## src/rtl/pic_pkg.sv

```systemverilog
package pic_pkg;

    localparam int NUM_VEC = 12;
    localparam int VEC_W   = $clog2(NUM_VEC);
    localparam int NUM_PIN = 6;
    localparam int NUM_PER = 6;
    localparam int NUM_CFG = 3;

    // vector indices, lower index = higher priority
    localparam int V_RST = 0;
    localparam int V_PWD = 1;
    localparam int V_X0  = 2;
    localparam int V_L0  = 3;
    localparam int V_L1  = 4;
    localparam int V_S0T = 5;
    localparam int V_S0R = 6;
    localparam int V_EDG = 7;
    localparam int V_DMA = 8;
    localparam int V_S1T = 9;
    localparam int V_S1R = 10;
    localparam int V_TMR = 11;

    // pin indices inside pin_n
    localparam int P_X0 = 0;
    localparam int P_X1 = 1;
    localparam int P_X2 = 2;
    localparam int P_L0 = 3;
    localparam int P_L1 = 4;
    localparam int P_E  = 5;

    // peripheral indices inside per_req
    localparam int Q_S0T = 0;
    localparam int Q_S0R = 1;
    localparam int Q_DMA = 2;
    localparam int Q_S1T = 3;
    localparam int Q_S1R = 4;
    localparam int Q_TMR = 5;

    typedef struct packed {
        logic             hit;
        logic [VEC_W-1:0] idx;
    } grant_t;

    function automatic grant_t first_set(input logic [NUM_VEC-1:0] req);
        grant_t g;
        g = '0;
        for (int i = NUM_VEC - 1; i >= 0; i--) begin
            if (req[i]) begin
                g.hit = 1'b1;
                g.idx = VEC_W'(i);
            end
        end
        return g;
    endfunction

endpackage

```

## src/rtl/pic_pin_sync.sv

```systemverilog
module pic_pin_sync #(
    parameter int W = 6
) (
    input  logic         clk,
    input  logic         rst,
    input  logic [W-1:0] pin_n,
    output logic [W-1:0] act,
    output logic [W-1:0] fall
);
    for (genvar i = 0; i < W; i++) begin : g_bit
        logic s1, s2, pv;
        always_ff @(posedge clk) begin
            if (rst) begin
                s1 <= 1'b0;
                s2 <= 1'b0;
                pv <= 1'b0;
            end else begin
                s1 <= ~pin_n[i];
                s2 <= s1;
                pv <= s2;
            end
        end
        assign act[i]  = s2;
        assign fall[i] = s2 & ~pv;
    end
endmodule

```

## src/rtl/pic_pend_bank.sv

```systemverilog
module pic_pend_bank #(
    parameter int W = 12
) (
    input  logic         clk,
    input  logic         rst,
    input  logic [W-1:0] keep,
    input  logic [W-1:0] set_ev,
    input  logic [W-1:0] clr_ev,
    output logic [W-1:0] stored
);
    always_ff @(posedge clk) begin
        if (rst) stored <= '0;
        else     stored <= ((stored & ~clr_ev) | set_ev) & keep;
    end
endmodule

```

## src/rtl/pic_prio_enc.sv

```systemverilog
module pic_prio_enc
    import pic_pkg::*;
(
    input  logic [NUM_VEC-1:0] req,
    output grant_t             grant
);
    always_comb grant = first_set(req);
endmodule

```

## src/rtl/prio_irq_ctrl.sv

```systemverilog
module prio_irq_ctrl
    import pic_pkg::*;
(
    input  logic                 clk,
    input  logic                 rst,
    input  logic [NUM_PIN-1:0]   pin_n,
    input  logic                 core_rst_req,
    input  logic                 pdown_req,
    input  logic [NUM_PER-1:0]   per_req,
    input  logic [NUM_CFG-1:0]   edge_sel,
    input  logic                 alt_pins,
    input  logic                 glob_en,
    input  logic [NUM_VEC-3:0]   mask,
    input  logic                 force_wr,
    input  logic [NUM_VEC-1:0]   force_set,
    input  logic [NUM_VEC-1:0]   force_clr,
    input  logic                 ack,
    output logic                 irq,
    output logic [VEC_W-1:0]     vec,
    output logic [NUM_VEC-1:0]   pending
);
    logic [NUM_PIN-1:0] act, fall;
    logic [NUM_VEC-1:0] latch_ok, raw_ev, set_ev, clr_ev, lvl_view, stored, enab, elig;
    logic               irq_q;
    logic [VEC_W-1:0]   vec_q;
    grant_t             grant;

    pic_pin_sync #(.W(NUM_PIN)) u_sync (
        .clk(clk), .rst(rst), .pin_n(pin_n), .act(act), .fall(fall)
    );

    always_comb begin
        latch_ok        = '1;
        latch_ok[V_X0]  = edge_sel[0];
        latch_ok[V_L0]  = 1'b0;
        latch_ok[V_L1]  = 1'b0;
        if (alt_pins) begin
            latch_ok[V_S1T] = edge_sel[1];
            latch_ok[V_S1R] = edge_sel[2];
        end

        raw_ev         = '0;
        raw_ev[V_RST]  = core_rst_req;
        raw_ev[V_PWD]  = pdown_req;
        raw_ev[V_X0]   = fall[P_X0];
        raw_ev[V_L0]   = fall[P_L0];
        raw_ev[V_L1]   = fall[P_L1];
        raw_ev[V_S0T]  = per_req[Q_S0T];
        raw_ev[V_S0R]  = per_req[Q_S0R];
        raw_ev[V_EDG]  = fall[P_E];
        raw_ev[V_DMA]  = per_req[Q_DMA];
        raw_ev[V_S1T]  = alt_pins ? fall[P_X1] : per_req[Q_S1T];
        raw_ev[V_S1R]  = alt_pins ? fall[P_X2] : per_req[Q_S1R];
        raw_ev[V_TMR]  = per_req[Q_TMR];

        lvl_view         = '0;
        lvl_view[V_X0]   = act[P_X0];
        lvl_view[V_L0]   = act[P_L0];
        lvl_view[V_L1]   = act[P_L1];
        lvl_view[V_S1T]  = alt_pins & act[P_X1];
        lvl_view[V_S1R]  = alt_pins & act[P_X2];
        lvl_view         = lvl_view & ~latch_ok;
    end

    assign set_ev = raw_ev | (force_wr ? force_set : '0);
    assign clr_ev = (force_wr ? force_clr : '0)
                  | ((irq_q && ack) ? (NUM_VEC'(1) << vec_q) : '0);

    pic_pend_bank #(.W(NUM_VEC)) u_bank (
        .clk(clk), .rst(rst), .keep(latch_ok),
        .set_ev(set_ev), .clr_ev(clr_ev), .stored(stored)
    );

    assign pending = stored | lvl_view;
    assign enab    = {mask & {(NUM_VEC-2){glob_en}}, 2'b11};
    assign elig    = pending & enab;

    pic_prio_enc u_enc (.req(elig), .grant(grant));

    always_ff @(posedge clk) begin
        if (rst) begin
            irq_q <= 1'b0;
            vec_q <= '0;
        end else if (irq_q) begin
            if (ack) irq_q <= 1'b0;
        end else if (grant.hit) begin
            irq_q <= 1'b1;
            vec_q <= grant.idx;
        end
    end

    assign irq = irq_q;
    assign vec = vec_q;

endmodule

```

## config.mk

```make
export PLATFORM = sky130hd
export DESIGN_NAME = prio_irq_ctrl
export DESIGN_NICKNAME = d
export VERILOG_FILES = /design/src/rtl/pic_pkg.sv /design/src/rtl/pic_pin_sync.sv /design/src/rtl/pic_pend_bank.sv /design/src/rtl/pic_prio_enc.sv /design/src/rtl/prio_irq_ctrl.sv
export SDC_FILE = /design/constraint.sdc
export NUM_CORES = 1
export LEC_CHECK = 0
export BUFFER_PORTS_ARGS = -buffer_cell sky130_fd_sc_hd__buf_2
export CORE_ASPECT_RATIO = 1.4
export CORE_MARGIN = 2
export CORE_UTILIZATION = 41
export DETAILED_ROUTE_END_ITERATION = 8
export GPL_TIMING_DRIVEN = 0
export PLACE_DENSITY = 0.84
export SLEW_MARGIN = 10
export SYNTH_ARGS = -nofsm -noshare
export SYNTH_HDL_FRONTEND = slang
export SYNTH_SLANG_ARGS = --single-unit
```

## constraint.sdc

```tcl
create_clock -name clk -period 1.58 [get_ports clk]
set_clock_uncertainty 0.15 [all_clocks]
set_input_delay 0 -clock clk [delete_from_list [all_inputs] [get_ports clk]]
set_output_delay 0 -clock clk [all_outputs]
set_load 0.005 [all_outputs]
```

==> flow_summary.json, run 1 <==
{
  "status": "finished, violations left",
  "violations": "negative setup slack",
  "cts_sinks": 31,
  "antenna_found_initial": 0,
  "yosys-top-cells-area": "dfxtp_1, nand2_1, a21oi_1",
  "min_period_ps": 1628,
  "ys_seq_elements": 31,
  "final_nets": 355,
  "max_freq_mhz": 614.3,
  "crit_path_end_kind": "register",
  "slew_headroom": 0.6614,
  "overflow": 0,
  "drive_above_1_share": 0.3758,
  "power_switching_mw": 0.5269,
  "period_share": 1.030,
  "placedCellCount": 289,
  "r2r_slack_ps": -50,
  "hp-start": "alt_pins",
  "vias": 1859,
  "rows": 26,
  "timing.final.max_slew_violations": 0,
  "synth-edff-count": 0,
  "vias_per_cell": 5.468,
  "ff2ff_path_depth": 5,
  "cp_top_family": "compound AO/OA/AOI/OAI gates",
  "drtIter0Drc": 59,
  "htree_num_levels": 2,
  "setup_ws_ps": -47.98,
  "clk_pin_slew_ps": 70,
  "cts_root_buf": "clkbuf_8",
  "grt_pass1_vias": 1755,
  "fp.dieArea_um2": 4175,
  "swShare": 0.2704,
  "cts_max_path_buffers": 2,
  "synth_top_cell_by_area": "dfxtp_1",
  "cts_tree": "done",
  "fp.dieW_um": 55.19,
  "drc_errors": 0,
  "synth_top_area_share": 0.4126,
  "peakVddDrop_v": 0.0006756,
  "rr_endpoint": "irq",
  "final_cell_area_um2": 2456,
  "hold_viol_final": 0,
  "min_to": "u_bank.stored[9]",
  "postSynth.asyncResetShare": 0,
  "die_h_um": 75.66,
  "whs_ps": 12.92,
  "grt_use_total": 0.2538,
  "syn-cell-area_um2": 1504,
  "hold_path.class": "primary input to register",
  "setup_viol": 3,
  "timing.rr.start": "u_bank.stored[5]",
  "ys_types": 42,
  "worstHoldPathCells": 3,
  "dp_hpwl_um": 3138,
  "antennaDiodeCount": 0,
  "yosys_warnings": 0,
  "clock_latency_ps": 280,
  "synth_area_per_cell_um2": 8.402,
  "start_util": 0.4203,
  "crit_chain": "a22o_1, o21ai_2, nor3b_4, nand2_1, o211a_1",
  "grt_pass1_wl_um": 7583,
  "synth_nets": 236,
  "powerDensity_nw_per_um2": 793.5,
  "yosys_most_used_dff": "dfxtp_1",
  "worstSetupPathType": "register to register",
  "ios": 74,
  "startpoint_type": "register",
  "maxCapViolCount": 0,
  "crit_required_ps": 1610,
  "synthCells": 179,
  "internal_power_mw": 1.422,
  "numCtsBuffers": 5,
  "clockPowerShare": 0.328,
  "wl_per_cell_um": 15.16,
  "core-area_um2": 3578,
  "seqPwrFrac": 0.449,
  "fillCellCount": 273,
  "comb_power_share": 0.223,
  "rsz0062_at_grt": "true",
  "io_buffer_count": 68,
  "tightest_slew_ps": 507.9,
  "path_buf_inv": 0,
  "first_pass_iters": 4,
  "syn_to_final_growth_pct": 63.31,
  "ant_nets": 0,
  "grt_max_degree": 11,
  "dpl_cell_area_um2": 1897,
  "ys_seq_area_frac": 0.4126,
  "power.leakage_nw": 1.159,
  "critPathSlowestCell": "dfxtp_2",
  "wl_um": 5155,
  "cp_max_fo": 6,
  "gp_congestion": 0.8775,
  "cp.arrival_ps": 1650,
  "cpPeakStageDelay_ps": 340,
  "stdcell_count": 340
}
## tightest hold or removal path, stage by stage
cell and delay, ps:
buf_2 130, o21ai_0 170, a311oi_1 80
## repair_timing
action	in CTS	in global routing
hold endpoints to repair	18	0
resized for setup	11	9
hold buffers	39	0
setup buffers	3	2
setup endpoints to repair	5	25
pin swaps	9	6
## cells in the final DEF (no fill, tap or decap), types with 3 or more instances in the layout
cell type      netlist  routed
a21oi_1             16      16
buf_2                0      68
a41oi_1              3       3
inv_1                9       9
nor2b_1             11      10
dfxtp_2              0       7
nand2_1             26      26
o311ai_0             6       5
clkbuf_8             0       6
dlygate4sd3_1        0      39
o21ai_0              5       4
clkbuf_1             4       3
a22o_1               4       4
nand3_1              3       3
dfxtp_1             31      24
clkbuf_2             0       3
and3_1               4       4
o211ai_1             4       4
buf_4                9      14
nor2_1              11      11
## power groups by stage
stage,logic (mW),clock network [mW],registers [mW]
2_1_floorplan,0.180,0,0.875
3_3_place_gp,0.310,0,0.884
3_5_place_dp,0.316,0,0.886
4_1_cts,0.412,0.627,0.870
5_1_grt,0.476,0.663,0.881
6_report,0.435,0.639,0.875
## per-stage QoR
step,setup TNS [ps],power (mW),utilization,setup slack (ps)
after floorplan,0,1.055,-,17.03
after global placement,-360.3,1.195,0.5301,-126.0
after detailed placement,-380.3,1.202,0.5301,-134.0
after CTS,-48.07,1.909,0.6780,-27.17
after global routing,-354.7,2.020,0.6864,-123.4
final,-86.38,1.949,0.6864,-47.98
## registers in the layout, summed over array words and instances (netlist names)
signal,flops
vec,4
u_bank.stored,10
u_sync.g_bit.s2,6
u_sync.g_bit.pv,4
irq,1
u_sync.g_bit.s1,6
## worst max path at each step
| stage | cells past startpoint | start | slack, ps | endpoint |
|---|---|---|---|---|
| final | 5 | u_bank.stored[5] | -50 | irq |
| after floorplan | 5 | u_bank.stored[7] | 20 | irq |
| after global routing | 5 | u_bank.stored[5] | -120 | irq |
| after detailed placement | 5 | u_bank.stored[7] | -130 | irq |
| after CTS | 5 | u_bank.stored[7] | -30 | irq |
| after global placement | 5 | u_bank.stored[7] | -130 | irq |
## layout make-up
type,count,area [um2],share of cell area
buffer,15,93.84,0.03821
sequential,31,629.4,0.2562
timing repair buffer,112,768.2,0.3128
multi-input combinational,124,790.8,0.3220
clock inverter,1,5.005,0.002038
inverter,9,33.78,0.01375
tap,42,52.55,0.02140
clock buffer,6,82.58,0.03362
## metal layers
metal / vias to the layer above / part of all wire / global-route usage / wire (um)
met1: 872 / 0.38 / 0.2688 / 1983
met3: 19 / 0.061 / 0.06471 / 313
met5: - / 0 / 0 / 0
li1: 885 / - / - / -
met2: 83 / 0.52 / 0.4603 / 2687
met4: 0 / 0.033 / 0.1084 / 171
## cell usage after synthesis (2+ instances only)
library cell  count
a22o_1            4
and3_1            4
o311ai_0          6
nand2_1          26
dfxtp_1          31
o21ai_0           5
a31oi_1           2
a21oi_1          16
clkbuf_1          4
buf_1             2
nor4_1            2
nand3_1           3
o211a_1           2
inv_1             9
buf_4             9
nor2_1           11
o211ai_1          4
or2_2             2
nor2b_1          11
a22oi_1           2
a41oi_1           3
## cell families after synthesis
family                 Yosys count  share of synthesized area
AND/OR/NAND/NOR                 67                     0.2230
AO/OA/AOI/OAI                   57                     0.2820
buffers and inverters           24                    0.08236
flip-flops                      31                     0.4126
(Power assumes the default switching activity.)
==> run 2: changes to the inputs <==
--- a/config.mk
+++ b/config.mk
@@ -9,6 +9,7 @@
 export CORE_ASPECT_RATIO = 1.4
 export CORE_MARGIN = 2
 export CORE_UTILIZATION = 41
+export CTS_BUF_LIST = sky130_fd_sc_hd__clkbuf_16
 export DETAILED_ROUTE_END_ITERATION = 8
 export GPL_TIMING_DRIVEN = 0
 export PLACE_DENSITY = 0.84
==> flow_summary.json, run 2 (synthesis results as in run 1) <==
{
  "dp_slack_ps": -134.0,
  "power_switching_mw": 0.5526,
  "antenna_found_initial": 0,
  "crit_required_ps": 1590,
  "io_buffer_count": 68,
  "cp.arrival_ps": 1620,
  "fin_setup_tns_ps": -35.06,
  "core-area_um2": 3578,
  "cts_max_path_buffers": 2,
  "regMostFlops": "u_bank.stored",
  "clockPowerShare": 0.403,
  "power.leakage_nw": 1.167,
  "cp_top_family": "compound AO/OA/AOI/OAI gates",
  "tightest_slew_ps": 523.4,
  "hold_path.class": "primary input to register",
  "rows": 26,
  "numCtsBuffers": 5,
  "crit_path_end_kind": "register",
  "fp.dieArea_um2": 4175,
  "wl_per_cell_um": 15.74,
  "swShare": 0.2519,
  "vias_per_cell": 5.577,
  "dp_hpwl_um": 3138,
  "timing.rr.start": "u_bank.stored[5]",
  "die_h_um": 75.66,
  "power_mw": 2.194,
  "cts_root_buf": "clkbuf_16",
  "hold_viol_final": 0,
  "dpl_cell_area_um2": 1897,
  "grt_pass1_wl_um": 7776,
  "cpPeakStageDelay_ps": 320,
  "drive_above_1_share": 0.3673,
  "placedCellCount": 289,
  "worstSetupPathType": "register to register",
  "crit_end": "irq",
  "whs_ps": 11.19,
  "gp_congestion": 0.8775,
  "powerDensity_nw_per_um2": 881.9,
  "antennaDiodeCount": 0,
  "fillCellCount": 264,
  "internal_power_mw": 1.641,
  "path_buf_inv": 0,
  "r2r_slack_ps": -30,
  "grt_pass1_vias": 1844,
  "peakVddDrop_v": 0.0007714,
  "status": "finished, violations left",
  "critPathSlowestCell": "dfxtp_2",
  "drtIter0Drc": 60,
  "regArea_um2": 628.1,
  "mostFrequentLayoutCell": "buf_2",
  "rsz0062_at_grt": "true",
  "wl_um": 5289,
  "crit_start": "u_bank.stored[5]",
  "top_regs": "u_bank.stored: 10 flops, u_sync.g_bit.s1: 6 flops, u_sync.g_bit.s2: 6 flops",
  "cts_tree": "done",
  "first_pass_iters": 5,
  "period_share": 1.019,
  "setup_ws_ps": -30.42,
  "crit_chain": "a22o_1, o21ai_2, nor3b_4, nand2_1, o211a_1",
  "vias": 1874,
  "ant_nets": 0,
  "ff2ff_path_depth": 5,
  "htree_num_levels": 2,
  "cp_max_fo": 6,
  "syn_to_final_growth_pct": 65.39,
  "clk_pin_slew_ps": 50,
  "stdcell_count": 336,
  "startpoint_type": "register",
  "maxCapViolCount": 0,
  "max_freq_mhz": 621.0,
  "comb_power_share": 0.197,
  "final_cell_mix": "buf_2, dlygate4sd3_1, nand2_1, dfxtp_1, a21oi_1",
  "setup_viol": 2,
  "grt_use_total": 0.2594,
  "fp.dieW_um": 55.19,
  "start_util": 0.4203,
  "timing.final.max_slew_violations": 0,
  "min_period_ps": 1610,
  "drc_errors": 0,
  "final_cell_area_um2": 2487,
  "cp.depth": 5,
  "final_util": 0.6951,
  "final_nets": 351,
  "largest_register_ffs": 10,
  "seqPwrFrac": 0.400,
  "clock_latency_ps": 270,
  "slew_headroom": 0.6510,
  "ios": 74,
  "grt_max_degree": 11,
  "multi_input_area_um2": 809.5,
  "cts_sinks": 31,
  "violations": "negative setup slack",
  "overflow": 0,
  "rr_endpoint": "irq"
}
run 2: cell type report:
cell class / instances / share of cell area
sequential: 31 / 0.2525
timing repair buffer: 108 / 0.2958
inverter: 9 / 0.01358
buffer: 15 / 0.03773
multi-input combinational: 124 / 0.3255
clock inverter: 2 / 0.003521
tap: 42 / 0.02113
clock buffer: 5 / 0.05030
run 2: timing repair:
action | in CTS | in global routing
setup buffers | 2 | 0
gates cloned | 0 | 0
endpoints found under the hold margin | 18 | 0
endpoints found under the setup margin | 5 | 24
pin swaps | 12 | 8
gates resized for setup | 15 | 9
hold buffers | 38 | 0
run 2: power by group through the flow:
stage | Clock (mW) | Sequential, mW | Combinational [mW]
3_3_place_gp | 0 | 0.884 | 0.310
3_5_place_dp | 0 | 0.886 | 0.316
5_1_grt | 0.917 | 0.881 | 0.473
2_1_floorplan | 0 | 0.875 | 0.180
4_1_cts | 0.887 | 0.871 | 0.413
6_report | 0.883 | 0.877 | 0.433
run 2: worst min-delay path by stage:
stage	startpoint	end	slack, ps	cells past startpoint
2_1_floorplan	pin_n[0]	u_sync.g_bit[0].s1	-80	1
3_3_place_gp	pin_n[2]	u_sync.g_bit[2].s1	7	2
3_5_place_dp	pin_n[3]	u_sync.g_bit[3].s1	8	2
4_1_cts	alt_pins	u_bank.stored[9]	2	3
5_1_grt	alt_pins	u_bank.stored[9]	50	3
6_report	alt_pins	u_bank.stored[9]	10	3
run 2: worst min-delay path, stage by stage:
cell and delay [ps]:
buf_2 140, o21ai_0 160, a311oi_1 80
run 2: per-layer routing:
metal | vias up | part of all wire | track usage
li1 | 872 | - | -
met1 | 865 | 0.36 | 0.2642
met2 | 108 | 0.53 | 0.4603
met3 | 29 | 0.068 | 0.06667
met4 | 0 | 0.043 | 0.1545
met5 | - | 0 | 0
==> run 3: changes to the inputs <==
--- a/config.mk
+++ b/config.mk
@@ -6,12 +6,15 @@
 export NUM_CORES = 1
 export LEC_CHECK = 0
 export BUFFER_PORTS_ARGS = -buffer_cell sky130_fd_sc_hd__buf_2
+export CELL_PAD_IN_SITES_DETAIL_PLACEMENT = 1
+export CELL_PAD_IN_SITES_GLOBAL_PLACEMENT = 2
 export CORE_ASPECT_RATIO = 1.4
 export CORE_MARGIN = 2
-export CORE_UTILIZATION = 41
+export CORE_UTILIZATION = 22
 export CTS_BUF_LIST = sky130_fd_sc_hd__clkbuf_16
 export DETAILED_ROUTE_END_ITERATION = 8
 export GPL_TIMING_DRIVEN = 0
+export MAX_ROUTING_LAYER = met4
 export PLACE_DENSITY = 0.84
 export SLEW_MARGIN = 10
 export SYNTH_ARGS = -nofsm -noshare
==> flow_summary.json, run 3 (synthesis results as in run 1) <==
{
  "cp.depth": 5,
  "cts_root_buf": "clkbuf_16",
  "power.leakage_nw": 1.183,
  "stdcell_count": 388,
  "fin_setup_tns_ps": -60.50,
  "worstSetupPathType": "register to register",
  "grt_max_degree": 11,
  "max_freq_mhz": 614.3,
  "vias": 1740,
  "ff2ff_path_depth": 5,
  "mostFrequentLayoutCell": "buf_2",
  "overflow": 0,
  "slew_headroom": 0.6121,
  "top_regs": "u_bank.stored: 10 flops, u_sync.g_bit.s1: 6 flops, u_sync.g_bit.s2: 6 flops",
  "hold_path.class": "primary input to register",
  "cts_tree": "done",
  "setup_viol": 2,
  "cts_sinks": 31,
  "path_buf_inv": 0,
  "fp.dieW_um": 73.88,
  "gp_congestion": 0.8280,
  "final_cell_mix": "buf_2, dlygate4sd3_1, dfxtp_1, nand2_1, a21oi_1",
  "cp.arrival_ps": 1650,
  "final_nets": 352,
  "whs_ps": -4.164,
  "rsz0062_at_grt": "true",
  "period_share": 1.030,
  "cp_max_fo": 6,
  "ant_nets": 0,
  "die_h_um": 101.8,
  "syn_to_final_growth_pct": 72.63,
  "grt_use_total": 0.1558,
  "setup_ws_ps": -47.74,
  "drc_errors": 0,
  "antenna_found_initial": 0,
  "maxCapViolCount": 0,
  "clk_pin_slew_ps": 50,
  "powerDensity_nw_per_um2": 924.3,
  "cpPeakStageDelay_ps": 320,
  "wl_um": 5604,
  "clock_latency_ps": 280,
  "status": "finished, violations left",
  "worstHoldPathCells": 3,
  "startpoint_type": "register",
  "cp_top_family": "compound AO/OA/AOI/OAI gates",
  "crit_path_end_kind": "register",
  "numCtsBuffers": 5,
  "dp_hpwl_um": 3950,
  "fillCellCount": 805,
  "rows": 35,
  "cts_max_path_buffers": 2,
  "crit_start": "u_bank.stored[5]",
  "crit_required_ps": 1600,
  "drive_above_1_share": 0.3716,
  "grt_pass1_wl_um": 8500,
  "dp_slack_ps": -177.1,
  "crit_chain": "a22o_1, o21ai_2, nor3b_4, nand2_1, o211a_1",
  "timing.rr.start": "u_bank.stored[5]",
  "largest_register_ffs": 10,
  "tightest_slew_ps": 581.8,
  "regMostFlops": "u_bank.stored",
  "wl_per_cell_um": 14.44,
  "hp-start": "per_req[3]",
  "placedCellCount": 339,
  "violations": "negative hold slack, negative setup slack",
  "peakVddDrop_v": 0.0004276,
  "fp.dieArea_um2": 7523,
  "vias_per_cell": 4.485,
  "io_buffer_count": 68,
  "critPathSlowestCell": "dfxtp_2",
  "power_mw": 2.400,
  "core-area_um2": 6613,
  "antennaDiodeCount": 0,
  "drtIter0Drc": 43,
  "final_util": 0.3926,
  "timing.final.max_slew_violations": 0,
  "ios": 74,
  "min_period_ps": 1628,
  "hold_viol_final": 1,
  "htree_num_levels": 2,
  "start_util": 0.2274,
  "grt_pass1_vias": 1800,
  "first_pass_iters": 4
}
==> run 3: tightest hold or removal path, cell delays in order <==
cell and delay (ps):
buf_2 100, o21ai_0 180, a311oi_1 90
==> run 3: where the power goes <==
group / internal (mW) / total (mW) / switching [mW]
combinational: 0.255 / 0.443 / 0.189
clock: 0.734 / 1.08 / 0.346
sequential: 0.830 / 0.876 / 0.0457
total: 1.82 / 2.40 / 0.581
==> run 3: what timing repair did <==
| action | CTS | global route |
|---|---|---|
| gates cloned | 0 | 0 |
| gates resized for setup | 16 | 9 |
| hold buffers | 37 | 0 |
| setup buffers | 4 | 0 |
| endpoints found under the hold margin | 18 | 0 |
| endpoints found under the setup margin | 6 | 8 |
| pin swaps | 9 | 1 |
==> run 3: final timing paths <==
kind | to | slack (ps)
max reg2reg | irq | -50
max | irq | -50
min reg2reg | u_sync.g_bit[4].s2 | 290
min | u_bank.stored[9] | -4
==> run 3: layer usage <==
layer | track usage | vias to the layer above | wire length, um
met2 | 0.2823 | 42 | 2976
met4 | 0.04895 | 0 | 71
met5 | - | - | 0
met1 | 0.1673 | 817 | 2382
met3 | 0.03057 | 5 | 173
li1 | - | 876 | -
==> run 3: cell type report <==
class                      instances  area, um2  share of cell area
sequential                        31      625.6              0.2410
clock buffer                       5      125.1             0.04819
clock inverter                     3      38.79             0.01494
inverter                           9      33.78             0.01301
buffer                            15      93.84             0.03614
tap                               92      115.1             0.04434
multi-input combinational        124      823.3              0.3171
timing repair buffer             109      740.7              0.2853
==> run 3: through the flow <==
stage | instance area (um2) | hold slack, ps
2_1_floorplan | 1504 | -77.62
3_3_place_gp | 1959 | 11.61
3_5_place_dp | 1959 | 9.754
6_report | 2596 | -4.164
4_1_cts | 2569 | 1.304
5_1_grt | 2596 | 69.38
